`config.mk`:
```
export PLATFORM = sky130hd
export DESIGN_NAME = acc16_core
export DESIGN_NICKNAME = d
export VERILOG_FILES = /design/src/rtl/acc16_pkg.sv /design/src/rtl/acc16_alu.sv /design/src/rtl/acc16_decode.sv /design/src/rtl/acc16_core.sv
export SDC_FILE = /design/constraint.sdc
export NUM_CORES = 1
export LEC_CHECK = 0
export CAP_MARGIN = 0
export CORE_MARGIN = 2
export CORE_UTILIZATION = 39
export CTS_CLUSTER_DIAMETER = 50
export CTS_CLUSTER_SIZE = 10
export DETAILED_ROUTE_END_ITERATION = 10
export PLACE_DENSITY_LB_ADDON = 0.15
export SETUP_SLACK_MARGIN = 0.5
export SLEW_MARGIN = 5
export SYNTH_ARGS = -nofsm -noshare
export SYNTH_HDL_FRONTEND = slang
export SYNTH_HIERARCHICAL = 1
export SYNTH_SLANG_ARGS = --single-unit
export TNS_END_PERCENT = 5
```
`constraint.sdc`:
```
create_clock -name clk -period 10.1 [get_ports clk]
set_input_delay 1.515 -clock clk [delete_from_list [all_inputs] [get_ports clk]]
set_output_delay 1.515 -clock clk [all_outputs]
set_load 0.005 [all_outputs]
```
`src/rtl/acc16_pkg.sv`:
```
package acc16_pkg;

    localparam int WORD_W = 16;
    localparam int OPC_W  = 4;
    localparam int DIR_W  = WORD_W - OPC_W;

    typedef logic [WORD_W-1:0] word_t;

    typedef enum logic [OPC_W-1:0] {
        OP_ADD  = 4'd0,
        OP_SUB  = 4'd1,
        OP_XOR  = 4'd2,
        OP_OR   = 4'd3,
        OP_AND  = 4'd4,
        OP_RRC  = 4'd5,
        OP_LDC  = 4'd6,
        OP_LDK  = 4'd7,
        OP_TAT  = 4'd8,
        OP_JCC  = 4'd9,
        OP_JNZ  = 4'd10,
        OP_LDI  = 4'd11,
        OP_STI  = 4'd12,
        OP_N13  = 4'd13,
        OP_N14  = 4'd14,
        OP_N15  = 4'd15
    } opcode_e;

    typedef enum logic [1:0] {
        ST_FETCH,
        ST_DECODE,
        ST_EXEC,
        ST_INDIR
    } state_e;

    typedef enum logic [2:0] {
        ALU_ADD,
        ALU_SUB,
        ALU_XOR,
        ALU_OR,
        ALU_AND,
        ALU_RRC,
        ALU_PASS
    } alu_op_e;

    typedef enum logic [1:0] {
        C_KEEP,
        C_ALU,
        C_CLEAR
    } c_src_e;

    typedef struct packed {
        alu_op_e alu_op;
        logic    wr_a;
        c_src_e  c_src;
        logic    wr_t;
        logic    jmp_c;
        logic    jmp_nz;
        logic    ld_ind;
        logic    st_ind;
    } ctrl_t;

    typedef struct packed {
        state_e  state;
        word_t   pc;
        word_t   a;
        word_t   t;
        logic    c;
        logic    z;
        opcode_e op;
    } core_t;

endpackage

```
`src/rtl/acc16_alu.sv`:
```
module acc16_alu
    import acc16_pkg::*;
#(
    parameter int W = WORD_W
) (
    input  alu_op_e      op,
    input  logic [W-1:0] x,
    input  logic [W-1:0] y,
    input  logic         cin,
    output logic [W-1:0] res,
    output logic         cout
);

    logic [W:0] wide_sum;
    logic [W:0] wide_dif;

    always_comb begin
        wide_sum = {1'b0, x} + {1'b0, y};
        wide_dif = {1'b0, x} - {1'b0, y} - {{W{1'b0}}, cin};
        res      = y;
        cout     = cin;
        case (op)
            ALU_ADD: begin
                res  = wide_sum[W-1:0];
                cout = wide_sum[W];
            end
            ALU_SUB: begin
                res  = wide_dif[W-1:0];
                cout = wide_dif[W];
            end
            ALU_XOR: res = x ^ y;
            ALU_OR:  res = x | y;
            ALU_AND: res = x & y;
            ALU_RRC: begin
                res  = {cin, x[W-1:1]};
                cout = x[0];
            end
            default: begin
                res  = y;
                cout = cin;
            end
        endcase
    end

endmodule

```
`src/rtl/acc16_decode.sv`:
```
module acc16_decode
    import acc16_pkg::*;
(
    input  opcode_e op,
    output ctrl_t   ctrl
);

    always_comb begin
        ctrl        = '0;
        ctrl.alu_op = ALU_PASS;
        ctrl.c_src  = C_KEEP;
        case (op)
            OP_ADD: begin
                ctrl.alu_op = ALU_ADD;
                ctrl.wr_a   = 1'b1;
                ctrl.c_src  = C_ALU;
            end
            OP_SUB: begin
                ctrl.alu_op = ALU_SUB;
                ctrl.wr_a   = 1'b1;
                ctrl.c_src  = C_ALU;
            end
            OP_XOR: begin
                ctrl.alu_op = ALU_XOR;
                ctrl.wr_a   = 1'b1;
            end
            OP_OR: begin
                ctrl.alu_op = ALU_OR;
                ctrl.wr_a   = 1'b1;
            end
            OP_AND: begin
                ctrl.alu_op = ALU_AND;
                ctrl.wr_a   = 1'b1;
            end
            OP_RRC: begin
                ctrl.alu_op = ALU_RRC;
                ctrl.wr_a   = 1'b1;
                ctrl.c_src  = C_ALU;
            end
            OP_LDC: begin
                ctrl.wr_a  = 1'b1;
                ctrl.c_src = C_CLEAR;
            end
            OP_LDK: ctrl.wr_a   = 1'b1;
            OP_TAT: ctrl.wr_t   = 1'b1;
            OP_JCC: ctrl.jmp_c  = 1'b1;
            OP_JNZ: ctrl.jmp_nz = 1'b1;
            OP_LDI: ctrl.ld_ind = 1'b1;
            OP_STI: ctrl.st_ind = 1'b1;
            default: ;
        endcase
    end

endmodule

```
`src/rtl/acc16_core.sv`:
```
module acc16_core
    import acc16_pkg::*;
#(
    parameter logic [WORD_W-1:0] RESET_PC = '0
) (
    input  logic              clk,
    input  logic              rst_n,
    output logic [WORD_W-1:0] mem_addr,
    input  logic [WORD_W-1:0] mem_rdata,
    output logic [WORD_W-1:0] mem_wdata,
    output logic              mem_we
);

    localparam int EXT_W = WORD_W - DIR_W;

    core_t   q;
    core_t   d;
    ctrl_t   ctrl;
    alu_op_e alu_sel;
    word_t   alu_x;
    word_t   alu_y;
    logic    alu_cin;
    word_t   alu_res;
    logic    alu_cout;
    word_t   dir_addr;
    logic    taken;

    acc16_decode u_dec (
        .op   (q.op),
        .ctrl (ctrl)
    );

    // Operand routing: the PC takes the accumulator's place while decoding.
    always_comb begin
        if (q.state == ST_DECODE) begin
            alu_sel = ALU_ADD;
            alu_x   = q.pc;
            alu_y   = word_t'(1);
            alu_cin = 1'b0;
        end else begin
            alu_sel = ctrl.alu_op;
            alu_x   = q.a;
            alu_y   = mem_rdata;
            alu_cin = q.c;
        end
    end

    acc16_alu #(.W(WORD_W)) u_alu (
        .op   (alu_sel),
        .x    (alu_x),
        .y    (alu_y),
        .cin  (alu_cin),
        .res  (alu_res),
        .cout (alu_cout)
    );

    always_comb begin
        d         = q;
        mem_addr  = q.pc;
        mem_we    = 1'b0;
        mem_wdata = q.t;
        dir_addr  = {{EXT_W{1'b0}}, mem_rdata[DIR_W-1:0]};
        taken     = (ctrl.jmp_c & ~q.c) | (ctrl.jmp_nz & ~q.z);
        case (q.state)
            ST_FETCH: begin
                mem_addr = q.pc;
                d.state  = ST_DECODE;
            end
            ST_DECODE: begin
                d.op     = opcode_e'(mem_rdata[WORD_W-1:DIR_W]);
                mem_addr = dir_addr;
                d.pc     = alu_res;
                d.state  = ST_EXEC;
            end
            ST_EXEC: begin
                if (ctrl.wr_a) begin
                    d.a = alu_res;
                    d.z = (alu_res == '0);
                end
                case (ctrl.c_src)
                    C_ALU:   d.c = alu_cout;
                    C_CLEAR: d.c = 1'b0;
                    default: d.c = q.c;
                endcase
                if (ctrl.wr_t) begin
                    d.t = q.a;
                end
                if (taken) begin
                    d.pc     = mem_rdata;
                    mem_addr = mem_rdata;
                    d.state  = ST_DECODE;
                end else if (ctrl.ld_ind) begin
                    mem_addr = mem_rdata;
                    d.state  = ST_INDIR;
                end else if (ctrl.st_ind) begin
                    mem_addr = mem_rdata;
                    mem_we   = 1'b1;
                    d.state  = ST_FETCH;
                end else begin
                    mem_addr = q.pc;
                    d.state  = ST_DECODE;
                end
            end
            ST_INDIR: begin
                d.a      = mem_rdata;
                d.z      = (mem_rdata == '0);
                mem_addr = q.pc;
                d.state  = ST_DECODE;
            end
            default: d.state = ST_FETCH;
        endcase
    end

    always_ff @(posedge clk or negedge rst_n) begin
        if (!rst_n) begin
            q.state <= ST_FETCH;
            q.pc    <= RESET_PC;
            q.a     <= '0;
            q.t     <= '0;
            q.c     <= 1'b0;
            q.z     <= 1'b1;
            q.op    <= OP_N15;
        end else begin
            q <= d;
        end
    end

endmodule

```
== After elaboration in Yosys (flattened, before gate mapping) ==
Cells that the tools add are included.
Word-level totals
  bits in registers: 56
  input bits: 18
  output and inout port bits: 33
  logic and storage cells: 90
Cells by class
  add/sub/neg operators: 3
  equality and inequality tests: 24
  mux-type cells: 33
  bitwise logic cells: 8
  reductions and logical operators: 15
Operator list (count)
  two-way mux 16 bit: 7
  case mux 16 bit (6 select lines): 1
  case mux 16 bit (2 select lines): 2
  case mux 16 bit (3 select lines): 1
  logical NOT 16 bit: 2
  equality test 4 bit, second input constant: 5
  case mux 3 bit (6 select lines): 1
  adder 16 x 16 -> 17 bit: 1
  subtractor 16 x 16 -> 17 bit: 1
  subtractor 17 x 1 -> 17 bit: 1
  AND 16 bit: 1
  equality test 4 x 3 -> 1 bit, second input constant: 4
  bitwise OR 16 bit: 1
  bitwise XOR 16 bit: 1
  two-way mux 1 bit: 13
  equality test 4 x 2 -> 1 bit, second input constant: 2
  AND reduction 2 bit: 4
  OR reduction 8 bit: 1
  equality test 2 bit, second input constant: 3
  equality test 3 x 2 -> 1 bit, second input constant: 2
  equality test 3 bit, second input constant: 2
  case mux 2 bit (3 select lines): 1
  nonzero test 2 bit: 3
  equality test 2 x 1 -> 1 bit, second input constant: 2
  other kinds (16): 21

== Logic depth before layout (Yosys ltp) ==
Gate-level depths: netlist of run 1.
  depth in word-level cells: 8
  gate-level depth with buffers: 21
  gate-level depth less buffers: 18

== Hierarchy ==
Netlist of run 1, hierarchy kept.
By module, submodules not included
  acc16_core: instances 1, cells an instance 302, area an instance 3253.1 sq um, sequential area each 1407.6 sq um
  acc16_alu: instances 1, cells an instance 435, area an instance 3027.9 sq um, sequential area each 0.0 sq um
  acc16_decode: instances 1, cells an instance 14, area an instance 100.1 sq um, sequential area each 0.0 sq um

== Worst setup path after synthesis of run 1 ==
OpenSTA, ideal clock, no wires.
  path type: input to register
  start: input port mem_rdata[6]
  end: register q[4] (netlist name)
  library setup time: 0.064 ns
  arrival: 4.534 ns
  data required time: 10.036 ns
  slack: 5.502 ns
  stages: 15
  buffers on the path: 0
  path through: nor2b_1 inv_1 ha_1 ha_1 a21oi_1 and2b_2 nor3_1 o21ai_0 xnor2_1 a221oi_1 a31oi_1 or4_1 nor3_1 nand4_1 nand3_1
On the way
  word-level cells in the longest chain between the ends: 7
  elaborated cells between the ends (all ways): 12
  classes of those cells: add/sub (3); mux (4); bitwise (3); reduce/logical (2)
RTL lines
  start, declared: line acc16_core.sv:9  | input logic [WORD_W-1:0] mem_rdata,
  two-way mux 16 bit (*): line acc16_core.sv:35  | if (q.state == ST_DECODE) begin
  subtractor 16 x 16 -> 17 bit: line acc16_alu.sv:19  | wide_dif = {1'b0, x} - {1'b0, y} - {{W{1'b0}}, cin};
  subtractor 17 x 1 -> 17 bit: line acc16_alu.sv:19
  case mux 16 bit (6 select lines) (*): line acc16_alu.sv:22  | case (op)
  named net alu_res[10]: line acc16_core.sv:23  | word_t alu_res;
  logical NOT 16 bit (*): line acc16_core.sv:78  | d.z = (alu_res == '0);
  two-way mux 1 bit (*): line acc16_core.sv:76  | if (ctrl.wr_a) begin
  case mux 1 bit (2 select lines) (*): line acc16_core.sv:64  | case (q.state)
  end, declared: line acc16_core.sv:16  | core_t q;
Mark *: on every way through the listed nets, which the timed path passes. The rest lies on a longest branch. The select of a mux whose other input is x is not followed.
A chain may end at the register's enable or synchronous reset.

== Final worst setup path of run 1 ==
  start: input port mem_rdata[6]
  end: register q[4] (netlist name)
On the way
  word-level cells in the longest chain between the ends: 7
  elaborated cells between the ends (all ways): 12
  classes of those cells: add/sub (3); mux (4); bitwise (3); reduce/logical (2)
RTL lines
  two-way mux 16 bit (*): line acc16_core.sv:35
  named net alu_y[6]: line acc16_core.sv:21  | word_t alu_y;
  subtractor 16 x 16 -> 17 bit: line acc16_alu.sv:19
  subtractor 17 x 1 -> 17 bit: line acc16_alu.sv:19
  case mux 16 bit (6 select lines) (*): line acc16_alu.sv:22
  named net alu_res[10]: line acc16_core.sv:23
  logical NOT 16 bit (*): line acc16_core.sv:78
  two-way mux 1 bit (*): line acc16_core.sv:76
  case mux 1 bit (2 select lines) (*): line acc16_core.sv:64
Marked as above.

==> reports/qor.txt, run 1 <==
HPWL Detailed: 14.0 mm
Most common cell after layout, fill and taps aside: a21oi_1
Hold path depth: 2
Mapped cell area: 6380 sq um
Outcome: completed
Area of the core: 15,900 sq um
Setup ws final: 4770 ps
Hold Slack: 501 ps
Number of global-route vias before repair: 5,383
Worst Hold Endpoint: q[4]
Clock Tree Buf Depth: 2
Depth of the CTS H-tree: 2
Vias per std cell: 5.72
Post-CTS Hold Fix Bufs: 0
CTS tree: done
Post-synthesis sequential area ratio: 22.1%
Die ar.: 17,400 sq um
Beginning of the worst register-to-register path: q[55]
Net Count, Synth: 838
Gr usage total: 21.3%
Reg2Reg Depth: 17
IO Count: 51
Relative slew slack: 29.4%
Worst setup EP type: flop
Crit path DAT: 5560 ps
Synth warn: 6
Max Slew Vio Count: 0
Synth Instances: 751
Latest clock arrival within the worst-skew pair: 300 ps
Width of the die: 132 um
Post-synthesis register bit count: 56
GR Overflow Total: 0
# nets final: 849
Post-synth EDFFs: 0
Pre-CTS setup slack: 4490 ps
FP Rows: 46
Root buffer cell: clkbuf_16
# diodes: 0
Share of flip-flops with an asynchronous set or reset: 100%
Iteration-0 DRC Markers: 478
Num CTS Buffers: 5
Total Wirelength: 18.6 mm
Clock transition at the registers of the reported paths: 70 ps
PostCTS Resize Cnt: 0
Area growth syn-to-layout: 10.6%
Final setup violation count: 0
Final ANT Viol Nets: 0
Antenna violations before repair: 0
Critical path type: in -> reg
Hold Path Class: reg -> reg
Count of input and output buffers: 50
Placer Congestion: 0.937
Start point of the worst hold path: q[4]
Share of cells above drive strength 1: 14.0%
RSZ-0062 raised after global routing: false
First-pass GRT wire length: 30.2 mm
Largest net degree at the start of global routing: 57
Initial DRT Pass Iterations: 5
Crit path time final: 5330 ps
Most common flop cell mapped by yosys: dfrtp_1
Total of max-cap violations: 0
DRC errors left: 0
Clk_skew: 6.16 ps
Most frequent cells in the layout: a21oi_1 (76), ha_1 (65), inv_1 (60), nor2_1 (59), dfrtp_1 (51)
Vias: 5,600
Filler cell count: 1,572
Worst Tran Pin Value: 1050 ps
Endpoints failing hold: 0
Die Ht: 132 um
Post-CTS setup buffer count: 0
Crit-path max FO: 7
R2r endpoint: q[4]
WL/cell: 19.0 um
Post-synth cell types: 88
Setup_tns: 0 ps
Share of the clock period used by the worst path: 52.7%
Critical Path Start Type: primary input
Starting Density: 40.0%
Worst path required time: 10,340 ps
Avg Cell Area, Syn: 8.50 sq um
Max Fclk: 188 MHz
Num Clock Sinks: 56
Reg-to-reg slack, setup: 5210 ps
[cell type report]
| cell class | instances | area [sq um] | area share [%] |
|---|---|---|---|
| repair buffers | 59 | 563 | 7.97 |
| clock inverters | 2 | 15.0 | 0.213 |
| well taps | 216 | 270 | 3.83 |
| multi-input cells | 578 | 4430 | 62.8 |
| clock buffers | 6 | 139 | 1.97 |
| inverters | 62 | 233 | 3.30 |
| flip-flops and latches | 56 | 1410 | 19.9 |
[logic make-up (layout without fill, tap and decap cells)]
kind of cell             Yosys count  count (layout)  share of synthesized area [%]
AO/OA/AOI/OAI                    211             211                           21.9
AND/OR/NAND/NOR                  200             200                           17.2
buffers and inverters            117             129                           8.80
multiplexers                      80              80                           13.7
adder cells (fa/ha/maj)           69              69                           13.9
flip-flops                        56              56                           22.1
XOR/XNOR                          18              18                           2.47
[routing by layer]
| metal | share of wire [%] | global-route usage [%] |
|---|---|---|
| met1 | 49 | 31.6 |
| met2 | 44 | 32.9 |
| met3 | 4.0 | 1.50 |
| met4 | 2.5 | 7.07 |
| met5 | 0 | 0 |
[critical path, stage by stage]
cell             delay (ps)
clkdlybuf4s50_1         580
nor2b_1                 270
inv_1                   100
ha_1                    410
ha_1                    380
a21oi_1                 140
and2b_2                 260
nor3_1                  270
o21ai_0                 170
xnor2_1                 150
a221oi_1                330
a31oi_1                 120
or4_1                   490
nor3_1                  140
nand4_1                 110
nand3_1                 110
[synth_stat cells (11+ instances only)]
library cell,n,area share (%)
a21oi_1,76,6.0
ha_1,66,13
inv_1,60,3.5
nor2_1,59,3.5
dfrtp_1,51,20
mux2i_1,40,6.3
mux2_2,38,6.7
o21ai_0,37,2.9
nand2_1,32,1.9
nor2b_1,22,2.2
buf_4,20,2.4
a22o_1,17,2.3
nand3_1,16,1.3
clkbuf_1,14,0.82
buf_2,13,1.0
xnor2_1,13,1.8
nor3_1,11,0.86
[how the worst max path moves through the flow]
stage | from | endpoint | slack [ps] | cells after the start
3_5_place_dp | mem_rdata[5] | q[4] | 4490 | 16
2_1_floorplan | mem_rdata[6] | q[4] | 5500 | 15
5_1_grt | mem_rdata[7] | q[4] | 4470 | 16
4_1_cts | mem_rdata[5] | q[4] | 4810 | 16
6_report | mem_rdata[6] | q[4] | 4770 | 16
3_3_place_gp | mem_rdata[0] | q[4] | 4560 | 16
[per-stage QoR]
step	cells	utilization, %	instance area [sq um]
floorplan	751	-	6380
global placement	971	43.3	6910
detailed placement	971	43.3	6910
CTS	979	44.3	7060
global route	979	44.3	7060
finish	979	44.3	7060
[registers in the layout, summed over array words and instances, names as in the netlist]
register,count
mem_wdata,16
q,40
Power of run 1 is left out: the tool's default activity adds up to more than one toggle a clock period on the data nets, which glitch-free logic cannot reach.
==> inputs of run 2 (changes only) <==
==> constraint.sdc (replaced) <==
create_clock -name clk -period 5.4 [get_ports clk]
set_input_delay 0.81 -clock clk [delete_from_list [all_inputs] [get_ports clk]]
set_output_delay 0.81 -clock clk [all_outputs]
set_load 0.005 [all_outputs]
==> reports/qor.txt, run 2 (synthesis gave the netlist of run 1 again) <==
Largest Register: q
# diodes: 0
Post-CTS setup buffer count: 0
Pre-CTS setup slack: 499 ps
Most frequent cells in the layout: a21oi_1 (76), ha_1 (65), inv_1 (60), nor2_1 (59), dfrtp_1 (51)
Vias: 5,600
GRT busiest layer: met2
Clk_skew: 3.22 ps
CTS tree: done
Depth of the CTS H-tree: 2
Worst Hold Endpoint: mem_wdata[9]
Number of global-route vias before repair: 5,466
Gr usage total: 21.6%
Global routing usage on met2: 33.9%
Worst Tran Pin Value: 973 ps
HPWL Detailed: 14.2 mm
FP Rows: 46
Worst setup EP type: flop
PostCTS Resize Cnt: 0
Met3 GRT Util: 1.38%
Start point of the worst hold path: mem_wdata[9]
Crit path time final: 4590 ps
RSZ-0062 raised after global routing: false
Dpl cell area: 6940 sq um
IO Count: 51
Reg-to-reg slack, setup: 940 ps
Max reg flops: 40
Area of the core: 15,900 sq um
Count of input and output buffers: 50
Final setup violation count: 0
Critical path type: in -> reg
Num Clock Sinks: 56
Share of cells above drive strength 1: 14.9%
Worst path required time: 5630 ps
# nets final: 853
Relative slew slack: 34.8%
First-pass GRT wire length: 30.7 mm
Endpoints failing hold: 0
Outcome: completed
DRC errors left: 0
Area growth syn-to-layout: 11.7%
Num CTS Buffers: 5
Most common cell after layout, fill and taps aside: a21oi_1
Die ar.: 17,400 sq um
Hold Path Class: reg -> reg
Setup ws final: 811 ps
Die Ht: 132 um
Total of max-cap violations: 0
Crit-path max FO: 7
Starting Density: 40.0%
Total Wirelength: 18.4 mm
Hold path depth: 1
Crit path DAT: 4820 ps
Width of the die: 132 um
Final ANT Viol Nets: 0
Critical Path Start Type: primary input
GR Overflow Total: 0
Register area: 1410 sq um
Crit path launch: mem_rdata[6]
Final Instance Area: 7130 sq um
R2r endpoint: q[4]
Multi-input gate area in the final layout: 4460 sq um
Filler cell count: 1,547
Iteration-0 DRC Markers: 428
Vias per std cell: 5.70
Setup_tns: 0 ps
Max Slew Vio Count: 0
Hold Slack: 504 ps
Latest clock arrival within the worst-skew pair: 290 ps
Placer Congestion: 0.920
Initial DRT Pass Iterations: 7
Beginning of the worst register-to-register path: q[55]
Clock Tree Buf Depth: 2
GR met1 Demand/Resource: 31.4%
Post-CTS Hold Fix Bufs: 0
Antenna violations before repair: 0
Clock transition at the registers of the reported paths: 70 ps
Largest net degree at the start of global routing: 57
WL/cell: 18.7 um
Share of the clock period used by the worst path: 85.0%
Root buffer cell: clkbuf_16
Reg2Reg Depth: 16
Max Fclk: 218 MHz
[run 2: worst max-delay path by stage]
stage	to
CTS	q[4]
floorplan	q[4]
global route	q[4]
detailed placement	q[4]
global placement	q[4]
finish	q[4]
[run 2: cell type report]
| class | count | share of cell area, % |
|---|---|---|
| Multi-Input combinational cell | 578 | 62.6 |
| Sequential cell | 56 | 19.8 |
| Timing Repair Buffer | 63 | 8.32 |
| Tap cell | 216 | 3.79 |
| Inverter | 62 | 3.27 |
| Clock buffer | 6 | 1.81 |
| Clock inverter | 2 | 0.492 |
[run 2: worst max-delay path, stage by stage]
cell and delay (ps):
clkdlybuf4s50_1 560, nor2b_1 280, inv_1 100, ha_1 410, ha_1 380, a21oi_1 150
and2b_2 270, o21bai_1 190, a21oi_1 130, or3_1 320, a31oi_1 190, a21oi_1 150
or4_1 530, nor3_1 140, nand4_1 100, nand3_1 110
[run 2: routing by layer]
layer / routed length, um / vias to the layer above
li1: - / 2699
met1: 9020 / 2688
met2: 8060 / 190
met3: 748 / 23
met4: 568 / 0
met5: 0 / -
[run 2: through the flow]
stage / cells / util, %
6_report: 983 / 44.7
5_1_grt: 983 / 44.7
4_1_cts: 983 / 44.6
3_5_place_dp: 975 / 43.5
3_3_place_gp: 975 / 43.5
2_1_floorplan: 751 / -
Power of run 2 is left out for the same reason.
